**src/rtl/ind_bridge_pkg.sv**
```systemverilog
`timescale 1ns/1ps
package ind_bridge_pkg;
  localparam int unsigned DATA_W = 32;
  localparam int unsigned PADDR_W = 8;
  localparam int unsigned PDATA_W = 8;

  localparam logic [4:0] OFS_ID   = 5'h00;
  localparam logic [4:0] OFS_CMD  = 5'h04;
  localparam logic [4:0] OFS_LDAT = 5'h08;
  localparam logic [4:0] OFS_UDAT = 5'h0C;
  localparam logic [4:0] OFS_IEN  = 5'h10;
  localparam logic [4:0] OFS_IFLG = 5'h14;

  localparam int unsigned CMD_BUSY = 31;
  localparam int unsigned CMD_DIR  = 24;
  localparam int unsigned CMD_BEN0 = 16;
  localparam logic [31:0] CMD_MASK = 32'h03FF_00FF;

  function automatic logic [31:0] byte_mask(input logic [3:0] ben);
    logic [31:0] m;
    for (int b = 0; b < 4; b++) m[b*8 +: 8] = {8{ben[b]}};
    return m;
  endfunction
endpackage

```
**src/rtl/ind_periph_model.sv**
```systemverilog
`timescale 1ns/1ps
module ind_periph_model #(
  parameter int unsigned LATENCY = 4,
  parameter int unsigned AW = 8,
  parameter int unsigned DW = 8
) (
  input  logic          clk_i,
  input  logic          rst_ni,
  input  logic          start_i,
  input  logic          we_i,
  input  logic [AW-1:0] addr_i,
  input  logic [DW-1:0] wdata_i,
  input  logic          ben_i,
  output logic          busy_o,
  output logic          done_o,
  output logic          rd_done_o,
  output logic [DW-1:0] rdata_o
);
  localparam int unsigned DEPTH = 1 << AW;
  localparam int unsigned CW = $clog2(LATENCY + 1);

  logic [CW-1:0] cnt_q;
  logic          we_q, ben_q;
  logic [AW-1:0] addr_q;
  logic [DW-1:0] wdata_q;
  logic [DW-1:0] mem_q [DEPTH];

  assign busy_o    = (cnt_q != '0);
  assign done_o    = (cnt_q == CW'(1));
  assign rd_done_o = done_o && !we_q;
  assign rdata_o   = ben_q ? mem_q[addr_q] : '0;

  always_ff @(posedge clk_i or negedge rst_ni) begin
    if (!rst_ni) begin
      cnt_q   <= '0;
      we_q    <= 1'b0;
      ben_q   <= 1'b0;
      addr_q  <= '0;
      wdata_q <= '0;
    end else if (start_i && !busy_o) begin
      cnt_q   <= CW'(LATENCY);
      we_q    <= we_i;
      ben_q   <= ben_i;
      addr_q  <= addr_i;
      wdata_q <= wdata_i;
    end else if (busy_o) begin
      cnt_q <= cnt_q - CW'(1);
    end
  end

  always_ff @(posedge clk_i or negedge rst_ni) begin
    if (!rst_ni) begin
      for (int i = 0; i < DEPTH; i++) mem_q[i] <= '0;
    end else if (done_o && we_q && ben_q) begin
      mem_q[addr_q] <= wdata_q;
    end
  end

  assert_no_restart_R5: assert property (@(posedge clk_i) disable iff (!rst_ni)
    start_i |-> !busy_o);
  assert_done_ends_R3: assert property (@(posedge clk_i) disable iff (!rst_ni)
    done_o |=> !busy_o);
endmodule

```
**src/rtl/ind_irq_unit.sv**
```systemverilog
`timescale 1ns/1ps
module ind_irq_unit #(
  parameter int unsigned NSRC = 2
) (
  input  logic            clk_i,
  input  logic            rst_ni,
  input  logic [NSRC-1:0] set_i,
  input  logic            en_we_i,
  input  logic            flg_we_i,
  input  logic [NSRC-1:0] wdata_i,
  output logic [NSRC-1:0] en_o,
  output logic [NSRC-1:0] flg_o,
  output logic            irq_o
);
  logic [NSRC-1:0] en_q, flg_q, clr;

  assign clr   = flg_we_i ? wdata_i : '0;
  assign en_o  = en_q;
  assign flg_o = flg_q;
  assign irq_o = |(flg_q & en_q);

  always_ff @(posedge clk_i or negedge rst_ni) begin
    if (!rst_ni) begin
      en_q  <= '0;
      flg_q <= '0;
    end else begin
      if (en_we_i) en_q <= wdata_i;
      flg_q <= (flg_q & ~clr) | set_i; // set wins
    end
  end

  assert_set_wins_R8: assert property (@(posedge clk_i) disable iff (!rst_ni)
    set_i[NSRC-1] |=> flg_q[NSRC-1]);
  assert_irq_src_R9: assert property (@(posedge clk_i) disable iff (!rst_ni)
    irq_o |-> (flg_q != '0 && en_q != '0));
endmodule

```
**src/rtl/ind_xfer_ctrl.sv**
```systemverilog
`timescale 1ns/1ps
module ind_xfer_ctrl
  import ind_bridge_pkg::*;
(
  input  logic               clk_i,
  input  logic               rst_ni,
  input  logic               cmd_we_i,
  input  logic               dat_we_i,
  input  logic [DATA_W-1:0]  wdata_i,
  input  logic               busy_i,
  input  logic               rd_done_i,
  input  logic [PDATA_W-1:0] rdata_i,
  output logic               start_o,
  output logic               p_we_o,
  output logic [PADDR_W-1:0] p_addr_o,
  output logic [PDATA_W-1:0] p_wdata_o,
  output logic               p_ben_o,
  output logic [DATA_W-1:0]  cmd_o,
  output logic [DATA_W-1:0]  ldata_o
);
  logic [DATA_W-1:0] cmd_q, ldata_q;
  logic rd_go, wr_go;

  assign rd_go = cmd_we_i && !busy_i && wdata_i[CMD_DIR];
  assign wr_go = dat_we_i && !busy_i && !cmd_q[CMD_DIR];

  assign start_o   = rd_go || wr_go;
  assign p_we_o    = wr_go;
  assign p_addr_o  = rd_go ? wdata_i[PADDR_W-1:0] : cmd_q[PADDR_W-1:0];
  assign p_ben_o   = rd_go ? wdata_i[CMD_BEN0] : cmd_q[CMD_BEN0];
  assign p_wdata_o = wdata_i[PDATA_W-1:0];

  assign cmd_o   = cmd_q | (DATA_W'(busy_i) << CMD_BUSY);
  assign ldata_o = ldata_q;

  always_ff @(posedge clk_i or negedge rst_ni) begin
    if (!rst_ni) begin
      cmd_q   <= '0;
      ldata_q <= '0;
    end else begin
      if (cmd_we_i && !busy_i) cmd_q <= wdata_i & CMD_MASK;
      if (dat_we_i && !busy_i)
        ldata_q <= wdata_i & byte_mask(cmd_q[CMD_BEN0 +: 4]);
      else if (rd_done_i)
        ldata_q <= DATA_W'(rdata_i);
    end
  end

  assert_cmd_hold_R5: assert property (@(posedge clk_i) disable iff (!rst_ni)
    busy_i |=> $stable(cmd_q));
  assert_ldata_hold_R5: assert property (@(posedge clk_i) disable iff (!rst_ni)
    (busy_i && !rd_done_i) |=> $stable(ldata_q));
endmodule

```
**src/rtl/ind_reg_bridge.sv**
```systemverilog
`timescale 1ns/1ps
module ind_reg_bridge
  import ind_bridge_pkg::*;
#(
  parameter int unsigned HADDR_W = 5,
  parameter int unsigned LATENCY = 4,
  parameter logic [31:0] ID_VALUE = 32'h4952_0001
) (
  input  logic               clk_i,
  input  logic               rst_ni,
  input  logic               host_we_i,
  input  logic [HADDR_W-1:0] host_addr_i,
  input  logic [31:0]        host_wdata_i,
  output logic [31:0]        host_rdata_o,
  input  logic               sub_irq_i,
  output logic               irq_o
);
  localparam int unsigned NSRC = 2;

  logic [4:0] ofs;
  logic cmd_we, dat_we, ien_we, iflg_we;
  logic start, p_we, p_ben, busy, done, rd_done;
  logic [PADDR_W-1:0] p_addr;
  logic [PDATA_W-1:0] p_wdata, p_rdata;
  logic [DATA_W-1:0] cmd, ldata;
  logic [NSRC-1:0] ien, iflg;

  assign ofs     = 5'(host_addr_i);
  assign cmd_we  = host_we_i && ofs == OFS_CMD;
  assign dat_we  = host_we_i && ofs == OFS_LDAT;
  assign ien_we  = host_we_i && ofs == OFS_IEN;
  assign iflg_we = host_we_i && ofs == OFS_IFLG;

  ind_xfer_ctrl u_ctrl (
    .clk_i, .rst_ni,
    .cmd_we_i(cmd_we), .dat_we_i(dat_we), .wdata_i(host_wdata_i),
    .busy_i(busy), .rd_done_i(rd_done), .rdata_i(p_rdata),
    .start_o(start), .p_we_o(p_we), .p_addr_o(p_addr),
    .p_wdata_o(p_wdata), .p_ben_o(p_ben),
    .cmd_o(cmd), .ldata_o(ldata)
  );

  ind_periph_model #(.LATENCY(LATENCY), .AW(PADDR_W), .DW(PDATA_W)) u_periph (
    .clk_i, .rst_ni,
    .start_i(start), .we_i(p_we), .addr_i(p_addr), .wdata_i(p_wdata),
    .ben_i(p_ben), .busy_o(busy), .done_o(done), .rd_done_o(rd_done),
    .rdata_o(p_rdata)
  );

  ind_irq_unit #(.NSRC(NSRC)) u_irq (
    .clk_i, .rst_ni,
    .set_i({sub_irq_i, done}), .en_we_i(ien_we), .flg_we_i(iflg_we),
    .wdata_i(host_wdata_i[NSRC-1:0]),
    .en_o(ien), .flg_o(iflg), .irq_o(irq_o)
  );

  always_comb begin
    unique case (ofs)
      OFS_ID:   host_rdata_o = ID_VALUE;
      OFS_CMD:  host_rdata_o = cmd;
      OFS_LDAT: host_rdata_o = ldata;
      OFS_IEN:  host_rdata_o = 32'(ien);
      OFS_IFLG: host_rdata_o = 32'(iflg);
      default:  host_rdata_o = '0;
    endcase
  end
endmodule

```
**config.mk**
```make
export PLATFORM = sky130hd
export DESIGN_NAME = ind_reg_bridge
export DESIGN_NICKNAME = d
export VERILOG_FILES = /design/src/rtl/ind_bridge_pkg.sv /design/src/rtl/ind_periph_model.sv /design/src/rtl/ind_irq_unit.sv /design/src/rtl/ind_xfer_ctrl.sv /design/src/rtl/ind_reg_bridge.sv
export SDC_FILE = /design/constraint.sdc
export NUM_CORES = 2
export LEC_CHECK = 0
export ABC_AREA = 1
export BUFFER_PORTS_ARGS = -buffer_cell sky130_fd_sc_hd__buf_4
export CORE_UTILIZATION = 40
export DETAILED_ROUTE_END_ITERATION = 10
export SYNTH_ARGS = -nofsm -noshare
export SYNTH_HDL_FRONTEND = slang
export SYNTH_SLANG_ARGS = --single-unit
```
**constraint.sdc**
```tcl
create_clock -name clk_i -period 3.07 [get_ports clk_i]
set_clock_uncertainty 0.2 [all_clocks]
set_input_delay 0.307 -clock clk_i [delete_from_list [all_inputs] [get_ports clk_i]]
set_output_delay 0.307 -clock clk_i [all_outputs]
set_load 0.005 [all_outputs]
```
# --- Word level (Yosys, flattened, before mapping) ---
# Index checks and enable logic that the tools add are counted.
word_totals:
  ramBits: 0
  mem_count: 0
  reg_bits: 2123
  wordCells: 317
  inputBits: 41
  out_inout_bits: 33
  latch_bits: 0
  rom_bits: 0
op_classes:
  n_lt_le_gt_ge: 2
  n_shift: 0
  n_eq_ne: 5
  add_sub_neg: 1
  multipliers: 0
  muxes: 15
  n_reduce_logical: 22
  n_div: 0
  bitwise_logic: 7
ops:
  columns: ["cell", "count"]
  rows:
  - ["bitwise mux 2048 bit", 1]
  - ["one-hot mux 32 bit (5 select lines)", 1]
  - ["binary-select mux 8 bit (select 8 bit)", 1]
  - ["demux 8 bit (select 8 bit)", 1]
  - ["2-to-1 mux 32 bit", 2]
  - ["2-to-1 mux 8 bit", 5]
  - ["bitwise AND 32 bit", 1]
  - ["OR 26 x 32 -> 32 bit", 1]
  - ["logical AND 1 bit", 13]
  - ["equality test 5 bit, second input constant", 2]
  - ["greater-or-equal comparator 9 bit, second input constant", 1]
  - ["less-than comparator 9 x 1 -> 1 bit, second input constant", 1]
  - ["inverter 8 -> 9 bit", 1]
  - ["2-to-1 mux 3 bit", 2]
  - ["equality test 5 x 3 -> 1 bit, second input constant", 1]
  - ["equality test 5 x 4 -> 1 bit, second input constant", 1]
  - ["zero test 5 bit", 1]
  - ["bitwise AND 2 bit", 2]
  - ["nonzero test 2 bit", 2]
  - ["equality test 3 x 1 -> 1 bit, second input constant", 1]
  - ["zero test 1 bit", 3]
  - ["nonzero test 3 bit", 1]
  - ["subtractor 3 x 1 -> 3 bit, second input constant", 1]
  - ["2-to-1 mux 2 bit", 1]
  - ["other kinds (5)", 5]

# --- Longest topological paths before layout ---
logic_depth:
  depth_word: 7
  mapped_depth: 18

# --- Modules after synthesis ---
# From an unflattened synthesis, not the netlist that was laid out.
unflattened:
  cells_unflattened: 13381
  hier_area_um2: 99624.3
by_module_without_submodules:
  columns: ["module", "cells_per_inst", "area_per_inst_um2", "instances"]
  rows:
  - ["ind_periph_model", 12931, 96323.6, 1]
  - ["ind_xfer_ctrl", 307, 2423.6, 1]
  - ["ind_reg_bridge", 122, 710.7, 1]
  - ["ind_irq_unit", 21, 166.4, 1]

# --- Worst setup path before layout ---
# No wires, ideal clock.
synth_timing:
  kind: "register to register"
  startpoint: "register u_periph.cnt_q[1]"
  endpoint: "register u_periph.mem_q[101] in the netlist's numbering"
  path_buffers: 2
  stages_incl_launch_ff: 12
  arrival_ps: 1965
  slack_ps: 775
  required_time_ps: 2740
  cell_sequence: "dfrtp_1 -> inv_1 -> ha_1 -> nand2_2 -> nor3_4 -> nand3_4 -> nor2_4 -> buf_6 -> nand2_2 -> buf_2 -> nand2_1 -> o21ai_1"
synth_between:
  elab_chain_len: 3
synth_lines:
  columns: ["element", "line", "text"]
  rows:
  - ["start, declared", "ind_periph_model.sv:22", "logic [CW-1:0] cnt_q;"]
  - ["start signal, assigned", "ind_periph_model.sv:41", "cnt_q <= CW'(LATENCY);"]
  - ["start signal, assigned", "ind_periph_model.sv:47", "cnt_q <= cnt_q - CW'(1);"]
  - ["equality test 3 x 1 -> 1 bit", "ind_periph_model.sv:29", "assign done_o = (cnt_q == CW'(1));"]
  - ["logical AND 1 bit (2 in a row)", "ind_periph_model.sv:54", "end else if (done_o && we_q && ben_q) begin"]
  - ["end signal, assigned by index", "ind_periph_model.sv:55", "mem_q[addr_q] <= wdata_q;"]
  - ["end, declared", "ind_periph_model.sv:26", "logic [DW-1:0] mem_q [DEPTH];"]
# No other way between the ends.
# A chain may end at the register's enable or synchronous reset.

# --- Final worst setup path ---
layout_timing:
  startpoint: "register u_periph.addr_q[0]"
  endpoint: "register u_ctrl.ldata_q[2] (netlist: u_ctrl.ldata_o[2])"
layout_between:
  elab_chain_len: 7
layout_lines:
  columns: ["element", "line", "text"]
  rows:
  - ["start, declared", "ind_periph_model.sv:24", "logic [AW-1:0] addr_q;"]
  - ["start signal, assigned", "ind_periph_model.sv:44", "addr_q <= addr_i;"]
  - ["inverter 8 -> 9 bit (implied by the code)", "ind_periph_model.sv:31", "assign rdata_o = ben_q ? mem_q[addr_q] : '0;"]
  - ["binary-select mux 8 bit (select 8 bit)", "ind_periph_model.sv:31", null]
  - ["2-to-1 mux 8 bit (implied by the code) (2 in a row)", "ind_periph_model.sv:31", null]
  - ["2-to-1 mux 8 bit", "ind_periph_model.sv:31", null]
  - ["2-to-1 mux 32 bit", "ind_xfer_ctrl.sv:44", "else if (rd_done_i)"]
  - ["2-to-1 mux 32 bit", "ind_xfer_ctrl.sv:42", "if (dat_we_i && !busy_i)"]
  - ["end signal, assigned", "ind_xfer_ctrl.sv:43", "ldata_q <= wdata_i & byte_mask(cmd_q[CMD_BEN0 +: 4]);"]
  - ["end signal, assigned", "ind_xfer_ctrl.sv:45", "ldata_q <= DATA_W'(rdata_i);"]
  - ["end, declared", "ind_xfer_ctrl.sv:21", "logic [DATA_W-1:0] cmd_q, ldata_q;"]
# No other way between the ends. The select of a mux whose other input is x is not followed.

==> key figures <==
Global route
  – GRT Util Overall: 0.2529
  – Vias in the first global route: 81.62k
  – First-pass GRT wire length: 496,100 µm
  – Largest net degree at the start of global routing: 125
  – Initial antenna violation count: 4
  – GRT overflow: 0

Synthesis
  – Ys Warns: 0
  – Primary FF master, synth: dfrtp_1
  – Syn Area/Cell: 7.579 µm²
  – Synth area leaders: dfrtp_1 54%, nand2_1 26%, o21ai_0 9.3%
  – Post-synth top cells: 6,938 x nand2_1, 2,123 x dfrtp_1, 1,833 x o21ai_0, 564 x clkbuf_1, 463 x o21ai_1
  – Top-area cell type share of the netlist area: 0.5387
  – Mapped cell area: 98,610 µm²
  – Register area share after synthesis: 0.5387
  – Most instantiated library cell after synthesis: nand2_1
  – Post-synthesis async set-or-reset flop share: 1.000
  – Post-synth EDFFs: 0
  – Synthesis-stage register bit count: 2,123
  – Post-synthesis net count: 13.06k
  – Post-synth cell types: 31
  – Yosys top cell by area: dfrtp_1
  – Post-synthesis cell count: 13.01k

Hold path
  – Hold Path Cell Cnt: 4
  – Tightest Hold Check Type: in2reg

Placement
  – Dpl cells: 15.90k
  – Post-DP Area: 105,400 µm²
  – PortBufs: 73
  – Pre-CTS setup slack: -0.2763 ns
  – DP Wirelength: 195,500 µm
  – Routability cong.: 0.8611

Timing
  – Worst slew pin tran: 0.7858 ns
  – Post-route setup slack: 0.003911 ns
  – Crit path time final: 3.066 ns
  – Hold Vio Cnt, Final: 0
  – Final Slew Violations: 0
  – Max-slew headroom at the worst pin: 0.4761
  – Setup TNS: 0 ns
  – Final setup violating endpoints: 0
  – Max Freq: 0.3261 GHz
  – Unrepaired setup endpoints after global routing: yes
  – Final period utilization: 0.9987
  – Worst hold margin: 0.06088 ns

Clock network
  – CTS Buf Count: 223
  – Clk pin slew, worst setup/hold paths: 0.07 ns
  – Clk_lat worst skew: 0.88 ns
  – CTS tree: built
  – Clk root buf: clkbuf_16
  – Max clock buf depth: 3
  – Number of H-tree levels: 4
  – Sink Count: 2,123

Worst setup path
  – WP data required: 3.64 ns
  – R2r worst-path depth: 19
  – Worst EP arrival: 3.64 ns
  – CP Capture Type: flip-flop
  – Crit path max fanout: 26
  – Startpoint types: flip-flop
  – CP Class: reg2reg

Routing
  – Pre-antenna DRT Iters: 6
  – ANT nets after route: 0
  – Post-route DRC: 0
  – Drt wl/cell: 19.29 µm
  – Total wire length: 317,500 µm
  – DR iter-0 viols: 9,217
  – Via-per-instance ratio: 5.208
  – Via count: 85.72k

Run
  – Max Cap Viol: 0

Layout
  – Finished Layout Cells: 16.46k
  – Area delta synth->final: 16.61%
  – Final Core Density: 0.4710
  – Final net count: 13.11k
  – Layout cells sized above 1: 0.09415
  – Design area: 115,000 µm²

Floorplanning
  – FP Rows: 181
  – IO Pins: 74
  – Initial Utilization: 0.4039
  – Full die area: 248,500 µm²
  – Core ar.: 244,100 µm²
  – Die height: 498.5 µm
  – Die Wd: 498.5 µm

Power
  – Power per cell area: 550.5 nW/µm²
  – Overall Power: 63.31 mW
  – Pleak: 57.54 nW
  – Max IR drop VDD: 0.5947 mV

Outcome
  – Status: finished, final reports clean
==> repair_timing <==
item | 4_1_cts | 5_1_grt
gates cloned | 2 | 9
setup buffers | 6 | 10
endpoints found under the hold margin | 2198 | 0
resized for setup | 12 | 99
pin swaps | 1 | 8
setup endpoints to repair | 7 | 26
hold buffers | 114 | 0
==> critical path, cell delays in order, from the launching register on <==
cell and delay [ns]:
dfrtp_4 0.50, buf_12 0.15, buf_12 0.15, buf_12 0.17, buf_12 0.19, buf_4 0.16
nand2_1 0.05, nand2_1 0.06, nand2_1 0.07, nand2_1 0.06, nand2_1 0.07, nand2_1 0.11
o21ai_0 0.40, nand2_1 0.09, nor2_1 0.15, nor2_1 0.06, nor2_1 0.11, nand2_1 0.06
nand2_1 0.05, a21oi_1 0.06
==> final timing paths <==
kind	to	slack (ns)	startpoint
min in group asynchronous	u_periph.mem_q[1617]	0.45	rst_ni
max	u_ctrl.ldata_o[2]	0.004	u_periph.addr_q[0]
min	u_ctrl.ldata_o[19]	0.06	host_wdata_i[19]
min reg2reg	u_periph.mem_q[1240]	0.28	u_periph.mem_q[1240]
max in group asynchronous	u_periph.mem_q[855]	0.19	rst_ni
max reg2reg	u_ctrl.ldata_o[2]	0.004	u_periph.addr_q[0]
==> cell type report <==
class / count / area [µm²]
clock buffers: 340 / 6804
diodes: 3 / 7.507
inverters: 91 / 430.4
flip-flops and latches: 2123 / 53130
repair inverters: 1 / 11.26
clock inverters: 74 / 1045
multi-input cells: 9864 / 41220
repair buffers: 763 / 8329
fillers: 24140 / 129100
well taps: 3202 / 4006
==> cell families (layout without fill, tap and decap cells) <==
logic type	Yosys count	after routing	share of synthesized area
DFF	2123	2123	0.5387
other	0	3	0
AOI/OAI and AO/OA	2345	2345	0.1192
xor gates and xnor gates	1	1	0.00008883
and+or+nand+nor	7515	7515	0.2965
adders and majority gates	3	3	0.0003807
buffers and inverters	1025	1269	0.04508
==> cells in the final DEF (no fill, tap or decap), drive strengths merged <==
cell type	count
a21oi	42
buf	641
bufbuf	1
bufinv	22
clkbuf	347
clkinv	46
clkinvlp	2
dfrtp	2123
diode	3
dlygate4sd3	114
ha	3
inv	96
nand2	7053
nand3	278
nand4	35
nor2	147
nor3	2
o211ai	3
o21ai	2296
o221ai	1
o22ai	3
xnor2	1
==> registers in the layout (all words and copies together), names as in the netlist <==
register / cells
u_irq.en_o: 2
u_periph.ben_q: 1
u_ctrl.cmd_q: 18
u_periph.wdata_q: 8
u_ctrl.ldata_o: 32
u_periph.addr_q: 8
u_periph.we_q: 1
u_irq.flg_o: 2
u_periph.cnt_q: 3
u_periph.mem_q: 2048
==> metal layers <==
| layer | up-vias | global-route usage | share of wire |
|---|---|---|---|
| li1 | 41332 | - | - |
| met1 | 41262 | 0.3674 | 0.46 |
| met2 | 2668 | 0.3923 | 0.45 |
| met3 | 459 | 0.03783 | 0.067 |
| met4 | 0 | 0.06780 | 0.026 |
| met5 | - | 0 | 0 |
==> report_power, final <==
part	switching, mW	leakage, nW	internal [mW]
clock	11.8	3.90	17.1
sequential	0.197	29.6	28.2
combinational	4.78	24.1	1.25
total	16.8	57.5	46.5
No activity file was read; power rests on OpenSTA's default activity.
